<file path="config.mk">
export PLATFORM = sky130hd
export DESIGN_NAME = irq_prio_arbiter
export DESIGN_NICKNAME = d
export VERILOG_FILES = /design/src/rtl/irq_arb_pkg.sv /design/src/rtl/irq_node_regs.sv /design/src/rtl/irq_prov_arb.sv /design/src/rtl/irq_ack_match.sv /design/src/rtl/irq_prio_arbiter.sv
export SDC_FILE = /design/constraint.sdc
export NUM_CORES = 1
export LEC_CHECK = 0
export ABC_AREA = 1
export BUFFER_PORTS_ARGS = -buffer_cell sky130_fd_sc_hd__buf_2
export CAP_MARGIN = 20
export CORE_MARGIN = 1.5
export CORE_UTILIZATION = 50
export CTS_CLUSTER_DIAMETER = 100
export DETAILED_ROUTE_END_ITERATION = 10
export PLACE_DENSITY = 0.69
export SYNTH_ARGS = -nofsm -noshare
export SYNTH_HDL_FRONTEND = slang
export SYNTH_SLANG_ARGS = --single-unit
</file>
<file path="constraint.sdc">
create_clock -name clk_i -period 54.5 [get_ports clk_i]
set_input_delay 8.175 -clock clk_i [delete_from_list [all_inputs] [get_ports clk_i]]
set_output_delay 8.175 -clock clk_i [all_outputs]
set_load 0.1 [all_outputs]
</file>
<file path="src/rtl/irq_arb_pkg.sv">
package irq_arb_pkg;
  localparam int unsigned PRIO_W = 8;
  typedef logic [PRIO_W-1:0] prio_t;
  typedef enum logic [1:0] {
    OP_CFG = 2'd0,
    OP_SET = 2'd1,
    OP_CLR = 2'd2,
    OP_NOP = 2'd3
  } cfg_op_e;
endpackage

</file>
<file path="src/rtl/irq_node_regs.sv">
module irq_node_regs
  import irq_arb_pkg::*;
#(
  parameter int unsigned NUM_NODES = 16,
  parameter int unsigned PROV_W    = 1
) (
  input  logic                               clk_i,
  input  logic                               rst_ni,
  input  logic [NUM_NODES-1:0]               cfg_wr_i,
  input  prio_t                              cfg_prio_i,
  input  logic [PROV_W-1:0]                  cfg_prov_i,
  input  logic                               cfg_en_i,
  input  logic [NUM_NODES-1:0]               set_i,
  input  logic [NUM_NODES-1:0]               clr_i,
  output logic [NUM_NODES-1:0][PRIO_W-1:0]   prio_o,
  output logic [NUM_NODES-1:0][PROV_W-1:0]   prov_o,
  output logic [NUM_NODES-1:0]               en_o,
  output logic [NUM_NODES-1:0]               pend_o
);

  for (genvar i = 0; i < NUM_NODES; i++) begin : g_node
    always_ff @(posedge clk_i or negedge rst_ni) begin
      if (!rst_ni) begin
        prio_o[i] <= '0;
        prov_o[i] <= '0;
        en_o[i]   <= 1'b0;
      end else if (cfg_wr_i[i]) begin
        prio_o[i] <= cfg_prio_i;
        prov_o[i] <= cfg_prov_i;
        en_o[i]   <= cfg_en_i;
      end
    end

    // set dominates clear
    always_ff @(posedge clk_i or negedge rst_ni) begin
      if (!rst_ni)        pend_o[i] <= 1'b0;
      else if (set_i[i])  pend_o[i] <= 1'b1;
      else if (clr_i[i])  pend_o[i] <= 1'b0;
    end

    AST_SET_WINS: assert property (@(posedge clk_i) disable iff (!rst_ni)
      set_i[i] |=> pend_o[i]);
    AST_CLR_TAKES: assert property (@(posedge clk_i) disable iff (!rst_ni)
      (clr_i[i] && !set_i[i]) |=> !pend_o[i]);
    AST_CFG_KEEPS_PEND: assert property (@(posedge clk_i) disable iff (!rst_ni)
      (cfg_wr_i[i] && !set_i[i] && !clr_i[i]) |=> (pend_o[i] == $past(pend_o[i])));
  end

endmodule

</file>
<file path="src/rtl/irq_prov_arb.sv">
module irq_prov_arb
  import irq_arb_pkg::*;
#(
  parameter int unsigned NUM_NODES = 16
) (
  input  logic                             clk_i,
  input  logic                             rst_ni,
  input  logic [NUM_NODES-1:0]             elig_i,
  input  logic [NUM_NODES-1:0][PRIO_W-1:0] prio_i,
  output prio_t                            win_prio_o,
  output logic                             win_valid_o
);

  prio_t best;

  // strict compare keeps the lowest index on ties
  always_comb begin
    best = '0;
    for (int i = 0; i < NUM_NODES; i++) begin
      if (elig_i[i] && (prio_i[i] > best)) best = prio_i[i];
    end
  end

  always_ff @(posedge clk_i or negedge rst_ni) begin
    if (!rst_ni) begin
      win_prio_o  <= '0;
      win_valid_o <= 1'b0;
    end else begin
      win_prio_o  <= best;
      win_valid_o <= |elig_i;
    end
  end

  AST_VALID_NONZERO: assert property (@(posedge clk_i) disable iff (!rst_ni)
    win_valid_o |-> (win_prio_o != '0));
  AST_IDLE_ZERO: assert property (@(posedge clk_i) disable iff (!rst_ni)
    !win_valid_o |-> (win_prio_o == '0));
  AST_VALID_FROM_ELIG: assert property (@(posedge clk_i) disable iff (!rst_ni)
    win_valid_o |-> $past(|elig_i));

endmodule

</file>
<file path="src/rtl/irq_ack_match.sv">
module irq_ack_match
  import irq_arb_pkg::*;
#(
  parameter int unsigned NUM_NODES = 16
) (
  input  logic [NUM_NODES-1:0]             elig_i,
  input  logic [NUM_NODES-1:0][PRIO_W-1:0] prio_i,
  input  logic                             ack_i,
  input  prio_t                            ack_prio_i,
  output logic [NUM_NODES-1:0]             clr_o
);

  logic [NUM_NODES-1:0] hit;

  always_comb begin
    for (int i = 0; i < NUM_NODES; i++) begin
      hit[i] = ack_i && elig_i[i] && (prio_i[i] == ack_prio_i);
    end
  end

  // isolate lowest set bit: same node the arbiter picked on a tie
  assign clr_o = hit & (~hit + {{(NUM_NODES-1){1'b0}}, 1'b1});

endmodule

</file>
<file path="src/rtl/irq_prio_arbiter.sv">
module irq_prio_arbiter
  import irq_arb_pkg::*;
#(
  parameter int unsigned NUM_NODES = 16,
  parameter int unsigned NUM_PROV  = 2,
  localparam int unsigned NODE_W   = (NUM_NODES > 1) ? $clog2(NUM_NODES) : 1,
  localparam int unsigned PROV_W   = (NUM_PROV > 1) ? $clog2(NUM_PROV) : 1
) (
  input  logic                       clk_i,
  input  logic                       rst_ni,
  input  logic [NUM_NODES-1:0]       req_i,
  input  logic                       cfg_we_i,
  input  logic [NODE_W-1:0]          cfg_node_i,
  input  logic [1:0]                 cfg_op_i,
  input  logic [PRIO_W-1:0]          cfg_prio_i,
  input  logic [PROV_W-1:0]          cfg_prov_i,
  input  logic                       cfg_en_i,
  input  logic [NUM_PROV-1:0]        ack_i,
  input  logic [NUM_PROV*PRIO_W-1:0] ack_prio_i,
  output logic [NUM_PROV*PRIO_W-1:0] win_prio_o,
  output logic [NUM_PROV-1:0]        win_valid_o
);

  cfg_op_e op;
  assign op = cfg_op_e'(cfg_op_i);

  logic [NUM_NODES-1:0] cfg_wr, sw_set, sw_clr, set_all, clr_all;
  logic [NUM_NODES-1:0][PRIO_W-1:0] node_prio;
  logic [NUM_NODES-1:0][PROV_W-1:0] node_prov;
  logic [NUM_NODES-1:0] node_en, node_pend;
  logic [NUM_PROV-1:0][NUM_NODES-1:0] elig, ack_clr;

  always_comb begin
    for (int i = 0; i < NUM_NODES; i++) begin
      cfg_wr[i] = cfg_we_i && (cfg_node_i == NODE_W'(i)) && (op == OP_CFG);
      sw_set[i] = cfg_we_i && (cfg_node_i == NODE_W'(i)) && (op == OP_SET);
      sw_clr[i] = cfg_we_i && (cfg_node_i == NODE_W'(i)) && (op == OP_CLR);
    end
  end

  always_comb begin
    clr_all = sw_clr;
    for (int p = 0; p < NUM_PROV; p++) clr_all = clr_all | ack_clr[p];
  end

  assign set_all = req_i | sw_set;

  irq_node_regs #(
    .NUM_NODES(NUM_NODES),
    .PROV_W   (PROV_W)
  ) u_regs (
    .clk_i     (clk_i),
    .rst_ni    (rst_ni),
    .cfg_wr_i  (cfg_wr),
    .cfg_prio_i(cfg_prio_i),
    .cfg_prov_i(cfg_prov_i),
    .cfg_en_i  (cfg_en_i),
    .set_i     (set_all),
    .clr_i     (clr_all),
    .prio_o    (node_prio),
    .prov_o    (node_prov),
    .en_o      (node_en),
    .pend_o    (node_pend)
  );

  for (genvar p = 0; p < NUM_PROV; p++) begin : g_prov
    for (genvar i = 0; i < NUM_NODES; i++) begin : g_elig
      assign elig[p][i] = node_pend[i] && node_en[i] &&
                          (node_prov[i] == PROV_W'(p)) && (node_prio[i] != '0);
    end

    irq_prov_arb #(
      .NUM_NODES(NUM_NODES)
    ) u_arb (
      .clk_i      (clk_i),
      .rst_ni     (rst_ni),
      .elig_i     (elig[p]),
      .prio_i     (node_prio),
      .win_prio_o (win_prio_o[p*PRIO_W +: PRIO_W]),
      .win_valid_o(win_valid_o[p])
    );

    irq_ack_match #(
      .NUM_NODES(NUM_NODES)
    ) u_ack (
      .elig_i    (elig[p]),
      .prio_i    (node_prio),
      .ack_i     (ack_i[p]),
      .ack_prio_i(ack_prio_i[p*PRIO_W +: PRIO_W]),
      .clr_o     (ack_clr[p])
    );

    AST_ONE_CLR_PER_ACK: assert property (@(posedge clk_i) disable iff (!rst_ni)
      $countones(ack_clr[p]) <= 1);
    AST_NO_ACK_NO_CLR: assert property (@(posedge clk_i) disable iff (!rst_ni)
      !ack_i[p] |-> (ack_clr[p] == '0));
  end

endmodule

</file>
==> qor.csv <==
metric,value,unit
synth unique cells,70,
antenna violations before repair,3,
cell mode on critical path,nand2_1,
die width,214,um
"non-filler cells, final",3951,
clock skew,22.9,ps
DR pass1 iterations,7,
RSZ-0062 raised after global routing,false,
Yosys top cell area share,21.9,%
vias in the first global route,22806,
Seq cells post-synth,194,
setup bufs post-CTS,0,
sequential area share after synthesis,21.9,%
final routed DRC violation total,0,
min-delay worst type,reg -> reg,
Synth Warn #,0,
CTS sink count,194,
DIE AREA,45700,um2
WL/cell,22.4,um
final core utilization,52.5,%
Peak VDD IR,0.0504,mV
Die Ht,214,um
TNS Setup,0,ps
pin count of the biggest net entering global routing,82,
first-pass GRT wire length,134000,um
area grow syn2layout,4.06,%
GRT Resource Usage Total,39.2,%
Via Count,24636,
CTS tree,done,
DP Wirelength,64000,um
Slew HR,27.1,%
outcome,finished clean,
root cell of the clock tree,clkbuf_16,
leak pwr,11.9,nW
Slew Limit Fails,0,
fin nets,3589,
I/O pin cnt,71,
Final period util,41.0,%
Worst-path clk slew,90,ps
"Primary FF master, synth",dfrtp_1,
final instance area,23100,um2
max-cap violations,0,
Final setup viols,0,
Resized Gates After CTS,0,
Hold Buf Count CTS,0,
Initial Util,50.4,%
CP arrival,22790,ps
syn_nets,3632,
"Hold Vio Cnt, Final",0,
DR iter-0 viols,3223,
Post-synth EDFFs,0,
startpoint types,flop,
antenna cells,0,
post-DR vias/cell,6.24,
min Tclk post-route,22370,ps
fraction of layout cells with a size suffix above 1,10.8,%
f_max,44.7,MHz
total core area,44000,um2
worst path required time,54930,ps
top cell type by total area after synthesis,dfrtp_1,
gpl congestion,1.04,
CP endpoint kind,flop,
Total Routed Length,88700,um
Site Rows,77,
Crit Path Max Fanout,16,
largest cells by area after synthesis,"dfrtp_1 22%, nand2_1 15%, ha_1 11%, o21ai_0 7.6%, nand3_1 6.6%",
# H-tree levels,4,
critical path class,reg -> reg,
maximum root-to-sink buffer count,2,
Cells after DPL,3918,
"Cell Area, Synth",22200,um2
worst-margin pin slew,1090,ps
port bufs,70,
worst skew pair latency,540,ps
final antenna-violating net count,0,
total CTS buffers,17,
asr flop ratio synth,100,%
Cells after Synth,3389,
PD cells,46.3,nW/um2
slowest CP cell,dfrtp_1,
grt total ovfl,0,
Mapped Avg Cell Area,6.55,um2
placed cell areas,22500,um2
Critical Path Max Stage Delay,460,ps
[Yosys cell counts, types with 47 or more instances]
| cell type | number |
|---|---|
| nand2_2 | 92 |
| dfrtp_1 | 194 |
| clkbuf_1 | 92 |
| nor3_1 | 47 |
| nor4_1 | 65 |
| nand3_1 | 292 |
| nand2_1 | 887 |
| a21oi_1 | 90 |
| inv_1 | 301 |
| nor2_1 | 254 |
| ha_1 | 190 |
| o21ai_0 | 335 |
| nand4_1 | 52 |
[layer usage]
layer	GRT usage, %	part of all wire (%)	vias to the layer above
met5	0	0.014	-
met1	52.3	41	11452
met4	22.1	5.6	2
met2	57.5	41	1464
met3	10.1	12	353
li1	-	-	11365
[cell usage in the layout (no fill, tap or decap), types with 14 or more instances in the layout]
cell       netlist  final
nand2_1        887    887
o21ai_0        335    335
inv_1          301    301
nand3_1        292    292
nor2_1         254    254
dfrtp_1        194    194
ha_1           190    190
nand2_2         92     92
a21oi_1         90     90
buf_2            7     69
nor4_1          65     65
nand4_1         52     52
nor3_1          47     47
o22ai_1         44     44
nor2_2          39     39
xnor2_1         38     38
xor2_1          36     36
a211oi_1        32     32
nand2_4         30     30
inv_2           25     25
o21bai_1        24     24
a21oi_2         22     22
buf_4            9     20
o2111ai_1       18     18
clkbuf_16        0     17
a221oi_1        14     14
[area by class of cell]
class,instances,area [um2]
Sequential cell,194,4850
Clock buffer,18,439
Fill cell,4479,20900
Inverter,339,1280
Tap cell,592,741
Clock inverter,14,171
Timing Repair Buffer,92,552
Multi-Input combinational cell,2702,15100
[kinds of logic after synthesis]
group | after synthesis | share of synthesized area, %
XOR/XNOR | 74 | 2.92
AO/OA/AOI/OAI | 636 | 17.0
buffers and inverters | 493 | 10.3
adder cells (fa/ha/maj) | 190 | 10.7
flip-flops | 194 | 21.9
AND/OR/NAND/NOR | 1802 | 37.2
[path summary, 6_finish.rpt]
| check | start | to | slack (ps) | depth (start not counted) |
|---|---|---|---|---|
| worst max-delay path | u_regs.prio_o[2] | g_prov[1].u_arb.win_prio_o[3] | 32130 | 129 |
| worst min register to register | u_regs.en_o[6] | u_regs.en_o[6] | 490 | 2 |
| min in group asynchronous | rst_ni | u_regs.prio_o[91] | 7680 | 1 |
| worst max register to register | u_regs.prio_o[2] | g_prov[1].u_arb.win_prio_o[3] | 32130 | 129 |
| max in group asynchronous | rst_ni | u_regs.prio_o[20] | 44780 | 3 |
| worst min-delay path | u_regs.en_o[6] | u_regs.en_o[6] | 490 | 2 |
[sequential cells by signal, indices dropped and copies added (netlist names)]
name	flops
u_regs.prio_o	128
u_regs.prov_o	16
u_regs.en_o	16
g_prov.u_arb.win_prio_o	16
g_prov.u_arb.win_valid_o	2
u_regs.pend_o	16
[power breakdown]
part / internal (W) / switching, W
logic: 0.000231 / 0.000491
registers: 0.000165 / 0.0000441
clock network: 0.0000635 / 0.0000753
total: 0.000460 / 0.000610
[stage by stage]
step                worst slack (ps)  power (W)  hold slack, ps
floorplan                      35100   0.000752             453
global placement               33060   0.000889             466
detailed placement             32560   0.000915             473
CTS                            32520    0.00106             493
global route                   29830    0.00116             513
finish                         32130    0.00107             494
[critical path, delay by kind of cell, from the launching register on]
family	cells	cell delay, ps
AOI/OAI and AO/OA	40	9270
adders and majority gates	15	4720
buffers and inverters	11	980
DFF	1	460
and+or+nand+nor	63	6780
(Power assumes the default switching activity.)
